File: src/rtl/bank_guard_pkg.sv
// Shared command codes, grant bit positions and bank state type for the
// bank command timing guard. Assumes a 3-bit command request bus.
package bank_guard_pkg;

    localparam int CMD_W = 3;
    localparam int GNT_N = 5;

    localparam int GNT_ACT = 0;
    localparam int GNT_RD  = 1;
    localparam int GNT_WR  = 2;
    localparam int GNT_PRE = 3;
    localparam int GNT_REF = 4;

    typedef enum logic [CMD_W-1:0] {
        CMD_NOP = CMD_W'(0),
        CMD_ACT = CMD_W'(1),
        CMD_RD  = CMD_W'(2),
        CMD_WR  = CMD_W'(3),
        CMD_PRE = CMD_W'(4),
        CMD_REF = CMD_W'(5)
    } bank_cmd_e;

    typedef enum logic {
        BANK_IDLE = 1'b0,
        BANK_OPEN = 1'b1
    } bank_state_e;

endpackage

File: src/rtl/bank_cfg_latch.sv
// Captures the three spacing codes from the packed configuration word when
// allowed, decodes them into clock counts and flags reserved codes.
// Assumes the caller enables capture only while the bank is idle.
module bank_cfg_latch #(
    parameter int CFG_W    = 32,
    parameter int RP_LSB   = 28,
    parameter int RP_W     = 3,
    parameter int RAS_LSB  = 24,
    parameter int RAS_W    = 4,
    parameter int RAS_WRAP = 4,
    parameter int RCD_LSB  = 20,
    parameter int RCD_W    = 3
) (
    input  logic             clk,
    input  logic             rst_n,
    input  logic             capture_en,
    input  logic [CFG_W-1:0] cfg_word,
    output logic [RP_W-1:0]  rp_cyc,
    output logic [RAS_W:0]   ras_cyc,
    output logic [RCD_W-1:0] rcd_cyc,
    output logic             cfg_err
);

    localparam logic [CFG_W-1:0] FLD_MASK =
        (CFG_W'((1 << RP_W) - 1) << RP_LSB) |
        (CFG_W'((1 << RAS_W) - 1) << RAS_LSB) |
        (CFG_W'((1 << RCD_W) - 1) << RCD_LSB);
    localparam logic [RAS_W-1:0] RAS_WRAP_C = RAS_W'(RAS_WRAP);

    logic [RP_W-1:0]  rp_code_q;
    logic [RAS_W-1:0] ras_code_q;
    logic [RCD_W-1:0] rcd_code_q;
    logic             unused_cfg;

    // Bits outside the three fields are deliberately ignored.
    assign unused_cfg = ^(cfg_word & ~FLD_MASK);

    // Capture the raw codes in permitted cycles.
    always_ff @(posedge clk) begin
        if (!rst_n) begin
            rp_code_q  <= '0;
            ras_code_q <= '0;
            rcd_code_q <= '0;
        end else if (capture_en) begin
            rp_code_q  <= cfg_word[RP_LSB +: RP_W];
            ras_code_q <= cfg_word[RAS_LSB +: RAS_W];
            rcd_code_q <= cfg_word[RCD_LSB +: RCD_W];
        end
    end

    // Decode: low tRAS codes wrap to the top of the range, zero is reserved elsewhere.
    always_comb begin
        rp_cyc  = rp_code_q;
        rcd_cyc = rcd_code_q;
        ras_cyc = {(ras_code_q < RAS_WRAP_C), ras_code_q};
        cfg_err = (rp_code_q == '0) || (rcd_code_q == '0);
    end

endmodule

File: src/rtl/bank_interval_timer.sv
// Down-counter for one minimum spacing. Loading N at an issue cycle makes
// done high again exactly N cycles later (issue cycle counted as the first).
// Assumes load_cyc is at least 1 whenever load is high.
module bank_interval_timer #(
    parameter int CNT_W = 3
) (
    input  logic             clk,
    input  logic             rst_n,
    input  logic             load,
    input  logic [CNT_W-1:0] load_cyc,
    output logic             done
);

    logic [CNT_W-1:0] count_q;

    // Reload on issue, otherwise count down to zero and stay there.
    always_ff @(posedge clk) begin
        if (!rst_n) begin
            count_q <= '0;
        end else if (load) begin
            count_q <= load_cyc - CNT_W'(1);
        end else if (count_q != '0) begin
            count_q <= count_q - CNT_W'(1);
        end
    end

    assign done = (count_q == '0);

endmodule

File: src/rtl/bank_cmd_guard.sv
// Single-bank SDRAM command guard: grants activate, read, write, precharge
// and refresh requests in the request cycle when the bank state and the
// three programmed spacings allow it. Assumes the requester retries refusals.
module bank_cmd_guard
    import bank_guard_pkg::*;
#(
    parameter int CFG_W    = 32,
    parameter int RP_LSB   = 28,
    parameter int RP_W     = 3,
    parameter int RAS_LSB  = 24,
    parameter int RAS_W    = 4,
    parameter int RAS_WRAP = 4,
    parameter int RCD_LSB  = 20,
    parameter int RCD_W    = 3
) (
    input  logic             clk,
    input  logic             rst_n,
    input  logic [CFG_W-1:0] cfg_word,
    input  logic [CMD_W-1:0] req_cmd,
    output logic [GNT_N-1:0] gnt,
    output logic             cfg_err
);

    bank_state_e      state_q;
    logic             bank_open;
    logic             capture_en;
    logic [RP_W-1:0]  rp_cyc;
    logic [RAS_W:0]   ras_cyc;
    logic [RCD_W-1:0] rcd_cyc;
    logic             rp_done;
    logic             ras_done;
    logic             rcd_done;

    assign bank_open  = (state_q == BANK_OPEN);
    assign capture_en = !bank_open && (gnt == '0);

    bank_cfg_latch #(
        .CFG_W(CFG_W), .RP_LSB(RP_LSB), .RP_W(RP_W),
        .RAS_LSB(RAS_LSB), .RAS_W(RAS_W), .RAS_WRAP(RAS_WRAP),
        .RCD_LSB(RCD_LSB), .RCD_W(RCD_W)
    ) u_cfg (
        .clk(clk), .rst_n(rst_n), .capture_en(capture_en), .cfg_word(cfg_word),
        .rp_cyc(rp_cyc), .ras_cyc(ras_cyc), .rcd_cyc(rcd_cyc), .cfg_err(cfg_err)
    );

    bank_interval_timer #(.CNT_W(RP_W)) u_rp_tmr (
        .clk(clk), .rst_n(rst_n), .load(gnt[GNT_PRE]),
        .load_cyc(rp_cyc), .done(rp_done)
    );

    bank_interval_timer #(.CNT_W(RAS_W + 1)) u_ras_tmr (
        .clk(clk), .rst_n(rst_n), .load(gnt[GNT_ACT]),
        .load_cyc(ras_cyc), .done(ras_done)
    );

    bank_interval_timer #(.CNT_W(RCD_W)) u_rcd_tmr (
        .clk(clk), .rst_n(rst_n), .load(gnt[GNT_ACT]),
        .load_cyc(rcd_cyc), .done(rcd_done)
    );

    // Grant decision for the current request.
    always_comb begin
        gnt = '0;
        if (!cfg_err) begin
            case (req_cmd)
                CMD_ACT: gnt[GNT_ACT] = !bank_open && rp_done;
                CMD_RD:  gnt[GNT_RD]  = bank_open && rcd_done;
                CMD_WR:  gnt[GNT_WR]  = bank_open && rcd_done;
                CMD_PRE: gnt[GNT_PRE] = bank_open && ras_done;
                CMD_REF: gnt[GNT_REF] = !bank_open && rp_done;
                default: gnt = '0;
            endcase
        end
    end

    // Bank state: opened by a granted activate, closed by a granted precharge.
    always_ff @(posedge clk) begin
        if (!rst_n) begin
            state_q <= BANK_IDLE;
        end else if (gnt[GNT_ACT]) begin
            state_q <= BANK_OPEN;
        end else if (gnt[GNT_PRE]) begin
            state_q <= BANK_IDLE;
        end
    end

endmodule

File: config.mk
export PLATFORM = sky130hd
export DESIGN_NAME = bank_cmd_guard
export DESIGN_NICKNAME = d
export VERILOG_FILES = /design/src/rtl/bank_guard_pkg.sv /design/src/rtl/bank_cfg_latch.sv /design/src/rtl/bank_interval_timer.sv /design/src/rtl/bank_cmd_guard.sv
export SDC_FILE = /design/constraint.sdc
export NUM_CORES = 1
export LEC_CHECK = 0
export ABC_AREA = 1
export CORE_MARGIN = 5
export CORE_UTILIZATION = 35
export CTS_CLUSTER_DIAMETER = 50
export DETAILED_ROUTE_END_ITERATION = 7
export PLACE_DENSITY = 0.75
export SYNTH_ARGS = -nofsm -noshare
export SYNTH_HDL_FRONTEND = slang
export SYNTH_SLANG_ARGS = --single-unit
File: constraint.sdc
create_clock -name clk -period 3.35 [get_ports clk]
set_input_delay 0.5025 -clock clk [delete_from_list [all_inputs] [get_ports clk]]
set_output_delay 0.5025 -clock clk [all_outputs]
set_load 0.01 [all_outputs]
==> results.cfg, run 1 <==
[drt]
drc = 0
drtPass1Iterations = 4
num_vias = 1054
drtAntennaViolNets = 0
drt_wl_total_mm = 2.17
wire_per_inst_um = 9.16
drt-initial-drc-count = 74
via_per_inst = 4.45

[die]
die_h_um = 67.9
coreArea_um2 = 3280
die-area_um2 = 4620
initial_utilization_pct = 35.8
rows = 21
die_w_um = 67.9
num_io_pins = 43

[timing]
fmax_mhz = 361
rsz0062_at_grt = false
fin_crit_ps = 2770
tightest_slew_ps = 458
setup_viol = 0
finClkSkew_ps = 4.01
fin_crit_sh_pct = 82.7
slew_headroom_pct = 69.4
final_max_slew_viol_count = 0
setup-tns-final_ps = 0
hold_viol = 0

[cells_and_area]
n_antenna_cell = 0
fin_cells = 237
fill_cells = 343
multi_input_area_um2 = 592
layout-drive-gt1-share_pct = 9.95
fin_nets = 233
area_growth_pct = 20.7
regArea_um2 = 440

[worst_setup_path]
startpoint_type = primary input
worstPathMaxFanout = 7
crit_type = primary input to primary output
cp.arrival_ps = 2270
critPathRequiredTime_ps = 2850
cp-end-kind = primary output

[outcome]
status = completed

[yosys]
syn_area_um2 = 1170
synth.area.top_cells = dfxtp_1 (37%), nor2_1 (12%), nand2_1 (8.3%)
ys_seq_elements = 22
synth_top_area_share_pct = 37.5
synth.distinct_cells = 25
ys_seq_area_share_pct = 37.5
synth_largest_area_cell = dfxtp_1
synth_cells = 173
yosysWarnings = 0
synth_fp_nets = 213
postSynthAreaPerCell_um2 = 6.79

[power_and_ir_drop]
power_frac_comb_pct = 44.7
p_switching_uw = 325
max-vdd-ir-drop_uv = 208
p_leak_uw = 0.000704
clkPwrFrac_pct = 13.7
power_switching_share_pct = 39.0
power_uw = 834
powerDensity_nw_per_um2 = 588
p_int_uw = 509
pwr-share-seq_pct = 41.7

[run]
maxCapViolCount = 0

[place]
dp_hpwl_mm = 1.73
place.port_buffers = 20
gp_congestion = 0.802
dp_cells = 234

[clock_tree]
numCtsBuffers = 3
clk_path_buf_depth = 2
post_cts.repair.setup_buffers = 0
htreeDepth = 1
cts_tree = built
root_buffer = clkbuf_4
cts.sinks = 22
insertion_delay_ps = 300
hold_buffers = 0
clk_pin_slew_ps = 110
cts-resized-gates = 0

[hold_path]
hold_class = register to register

[global_route]
top_usage_layer = met2
grt_max_degree = 15
grt.met1_usage_pct = 13.1
antenna_found_initial = 0
grtUsageMet3_pct = 1.81
grt_first_pass_wirelength_mm = 3.82
grt_overflow = 0
grt_usage_pct = 10.5
grt_pass1_vias = 954
use_met2_pct = 17.6
## routing by layer
| layer | routed length (um) | vias to the layer above | part of all wire, % |
|---|---|---|---|
| met4 | 43 | 0 | 2.0 |
| met3 | 98 | 4 | 4.5 |
| met1 | 1060 | 450 | 49 |
| li1 | - | 578 | - |
| met2 | 970 | 22 | 45 |
| met5 | 0 | - | 0 |
## Yosys cell counts
cell type	instances
nor4_1	1
nor2_1	38
o21ai_0	5
nor3b_1	1
clkbuf_1	1
nand3b_1	3
nor2_8	1
o21ai_1	13
nor3_1	2
inv_1	23
nor2_2	2
nand4_1	3
a21oi_1	2
nand3_1	8
buf_6	1
nand2_1	26
or2_1	2
dfxtp_1	22
ha_1	3
nand2_4	1
nand3_2	1
nand2_2	4
buf_4	3
inv_2	5
a21oi_2	2
## metrics by stage
stage	cell area, um2	utilization [%]	worst slack (ps)	hold WS (ps)
final	1420	43.2	578	496
after global routing	1420	43.2	392	520
after CTS	1420	43.2	560	499
after detailed placement	1400	42.5	566	473
after global placement	1400	42.5	583	464
after floorplan	1170	-	1570	446
## final timing paths
path | startpoint | cells after the start | slack, ps | to
worst min-delay path | u_cfg.ras_code_q[0]$_SDFFE_PN0P_ | 2 | 500 | u_cfg.ras_code_q[0]$_SDFFE_PN0P_
worst max register to register | bank_open$_SDFFE_PN0P_ | 8 | 1480 | u_rp_tmr.count_q[2]$_SDFFE_PN0P_
worst max-delay path | req_cmd[1] | 5 | 580 | gnt[3]
worst min register to register | u_cfg.ras_code_q[0]$_SDFFE_PN0P_ | 2 | 500 | u_cfg.ras_code_q[0]$_SDFFE_PN0P_
## cells in the final DEF (no fill, tap or decap), drive strengths merged
cell,instances
nand4,3
clkbuf,3
dfxtp,22
nand3b,3
clkdlybuf4s50,20
nor4,1
o21ai,18
nand2,31
nor3,2
a21oi,4
inv,28
or2,2
nor3b,1
ha,3
nor2,41
nand3,9
## critical path, cell delays in order
cell and delay, ps:
clkdlybuf4s50_1 480, nor4_1 390, nand2_1 230, inv_1 130, clkdlybuf4s50_1 540
## flip-flops by register name, summed over array words and instances, names as in the netlist
register	flops
u_ras_tmr.count_q	5
u_cfg.ras_code_q	4
u_cfg.rcd_cyc	3
u_cfg.rp_cyc	3
u_rcd_tmr.count_q	3
u_rp_tmr.count_q	3
bank_open	1
## logic make-up after synthesis
group | Yosys count | synth area share [%]
flops | 22 | 37.5
buf+inv | 33 | 12.1
compound gates | 22 | 10.0
simple gates | 93 | 37.2
fa+ha+maj | 3 | 3.20
## cell type report
type / count / share of cell area [%]
Multi-Input combinational cell: 118 / 41.7
Tap cell: 46 / 4.06
Clock buffer: 3 / 1.59
Sequential cell: 22 / 31.1
Timing Repair Buffer: 20 / 14.1
Inverter: 28 / 7.41
## power by group through the flow
stage | combinational, uW | sequential [uW] | clock [uW]
after floorplan | 300 | 348 | 0
after global placement | 367 | 353 | 0
after detailed placement | 374 | 354 | 0
after CTS | 376 | 348 | 120
after global routing | 438 | 355 | 130
final | 372 | 347 | 114
Power figures use the tool's default switching activity.
==> inputs of run 2 (changes only) <==
--- a/config.mk
+++ b/config.mk
@@ -10,7 +10,7 @@
 export CORE_UTILIZATION = 35
 export CTS_CLUSTER_DIAMETER = 50
 export DETAILED_ROUTE_END_ITERATION = 7
-export PLACE_DENSITY = 0.75
+export PLACE_DENSITY = 0.78
 export SYNTH_ARGS = -nofsm -noshare
 export SYNTH_HDL_FRONTEND = slang
 export SYNTH_SLANG_ARGS = --single-unit
==> constraint.sdc (replaced) <==
create_clock -name clk -period 2.4 [get_ports clk]
set_input_delay 0.36 -clock clk [delete_from_list [all_inputs] [get_ports clk]]
set_output_delay 0.36 -clock clk [all_outputs]
set_load 0.01 [all_outputs]
==> run 2 against run 1 <==
Critical path type unchanged. Register-to-register slack worse by 890 ps. Combinational power rose by 44%. Sequential cell count unchanged. Sequential power increased by 41%.
==> results.cfg, run 2 (synthesized netlist as in run 1, its figures left out) <==
[cells_and_area]
top_register = u_ras_tmr.count_q
fill_cells = 350
n_antenna_cell = 0
layout-drive-gt1-share_pct = 11.9
multi_input_area_um2 = 607
top_regs = u_ras_tmr.count_q (5), u_cfg.ras_code_q (4)
area_growth_pct = 24.1
fin_nets = 236
final_cell_mix = nor2_1 (38), nand2_1 (26), inv_1 (23)
largest_register_ffs = 5
regArea_um2 = 440
mostFrequentLayoutCell = nor2_1

[clock_tree]
post_cts.repair.setup_buffers = 0
cts_tree = built
root_buffer = clkbuf_4
hold_buffers = 0
clk_pin_slew_ps = 100
clk_path_buf_depth = 2
insertion_delay_ps = 290
htreeDepth = 1
numCtsBuffers = 3
cts.sinks = 22

[power_and_ir_drop]
powerDensity_nw_per_um2 = 808
p_int_uw = 717
power_frac_comb_pct = 45.3
p_switching_uw = 461
p_leak_uw = 0.000730
power_switching_share_pct = 39.1
clkPwrFrac_pct = 13.2
max-vdd-ir-drop_uv = 340
pwr-share-seq_pct = 41.4

[place]
dp_hpwl_mm = 1.82
place.port_buffers = 20
gp_congestion = 0.798

[worst_setup_path]
crit_type = primary input to primary output
worstPathMaxFanout = 5
cp-end-kind = primary output
critPathRequiredTime_ps = 2040
startpoint_type = primary input
cp.arrival_ps = 1960
r2r.worst_path.cells = 11
r2r_slack_ps = 590

[global_route]
grt_overflow = 0
use_met2_pct = 17.6
grt_usage_pct = 10.1
grt_pass1_vias = 867
grt.met1_usage_pct = 11.9
grtUsageMet3_pct = 2.79
grt_max_degree = 15
antenna_found_initial = 0
top_usage_layer = met2
grt_first_pass_wirelength_mm = 3.59

[hold_path]
hold_class = register to register
hold-path-cell-count = 2

[drt]
num_vias = 1061
drc = 0
via_per_inst = 4.42
drtAntennaViolNets = 0
drtPass1Iterations = 4
wire_per_inst_um = 9.38
drt-initial-drc-count = 32
drt_wl_total_mm = 2.25

[die]
num_io_pins = 43
die-area_um2 = 4620
die_w_um = 67.9
initial_utilization_pct = 35.8
die_h_um = 67.9
coreArea_um2 = 3280
rows = 21

[outcome]
status = completed

[timing]
fin_crit_ps = 2320
slew_headroom_pct = 69.3
setup_viol = 0
rsz0062_at_grt = false
hold_viol = 0
setup-tns-final_ps = 0
hold_ws_ps = 492
fmax_mhz = 431
fin_crit_sh_pct = 96.6
finClkSkew_ps = 8.16
final_max_slew_viol_count = 0
tightest_slew_ps = 455

[run]
maxCapViolCount = 0
[run 2: area by class of cell]
| type | count | share of cell area, % |
|---|---|---|
| Multi-Input combinational cell | 118 | 41.6 |
| Sequential cell | 22 | 30.2 |
| Timing Repair Buffer | 23 | 15.5 |
| Inverter | 28 | 7.21 |
| Tap cell | 46 | 3.95 |
| Clock buffer | 3 | 1.55 |
[run 2: what timing repair did]
| item | in CTS | in global routing |
|---|---|---|
| endpoints found under the hold margin | 0 | 0 |
| endpoints found under the setup margin | 0 | 1 |
| resized for setup | 0 | 3 |
[run 2: stage by stage]
step                      worst slack [ps]  utilization, %  total power, uW  std cells  instance area (um2)
after floorplan                        764               -              905        173                 1170
after global placement                63.9            43.2             1010        237                 1420
after detailed placement              15.5            43.2             1030        237                 1420
after CTS                             14.0            43.8             1190        240                 1440
after global routing                  27.4            44.4             1290        240                 1460
final                                 80.7            44.4             1180        240                 1460
[run 2: final timing paths]
path | startpoint | end
max reg2reg | u_cfg.rp_cyc[0]$_SDFFE_PN0P_ | u_rp_tmr.count_q[2]$_SDFFE_PN0P_
max | req_cmd[0] | gnt[0]
min | u_cfg.rp_cyc[2]$_SDFFE_PN0P_ | u_cfg.rp_cyc[2]$_SDFFE_PN0P_
min reg2reg | u_cfg.rp_cyc[2]$_SDFFE_PN0P_ | u_cfg.rp_cyc[2]$_SDFFE_PN0P_
[run 2: power groups by stage]
| stage | Combinational, uW | Clock [uW] | Sequential (uW) |
|---|---|---|---|
| finish | 534 | 156 | 488 |
| global route | 605 | 183 | 497 |
| detailed placement | 531 | 0 | 497 |
| floorplan | 419 | 0 | 486 |
| global placement | 516 | 0 | 493 |
| CTS | 534 | 168 | 488 |
[run 2: layer usage]
metal	wire length [um]	vias to the layer above
met5	0	-
li1	-	583
met2	1080	19
met4	19	0
met3	113	2
met1	1040	457
[run 2: worst max-delay path: stages]
cell	delay, ps
clkdlybuf4s50_1	570
nand3_2	160
nor2_8	180
nand2_4	60
inv_2	80
clkdlybuf4s50_1	550
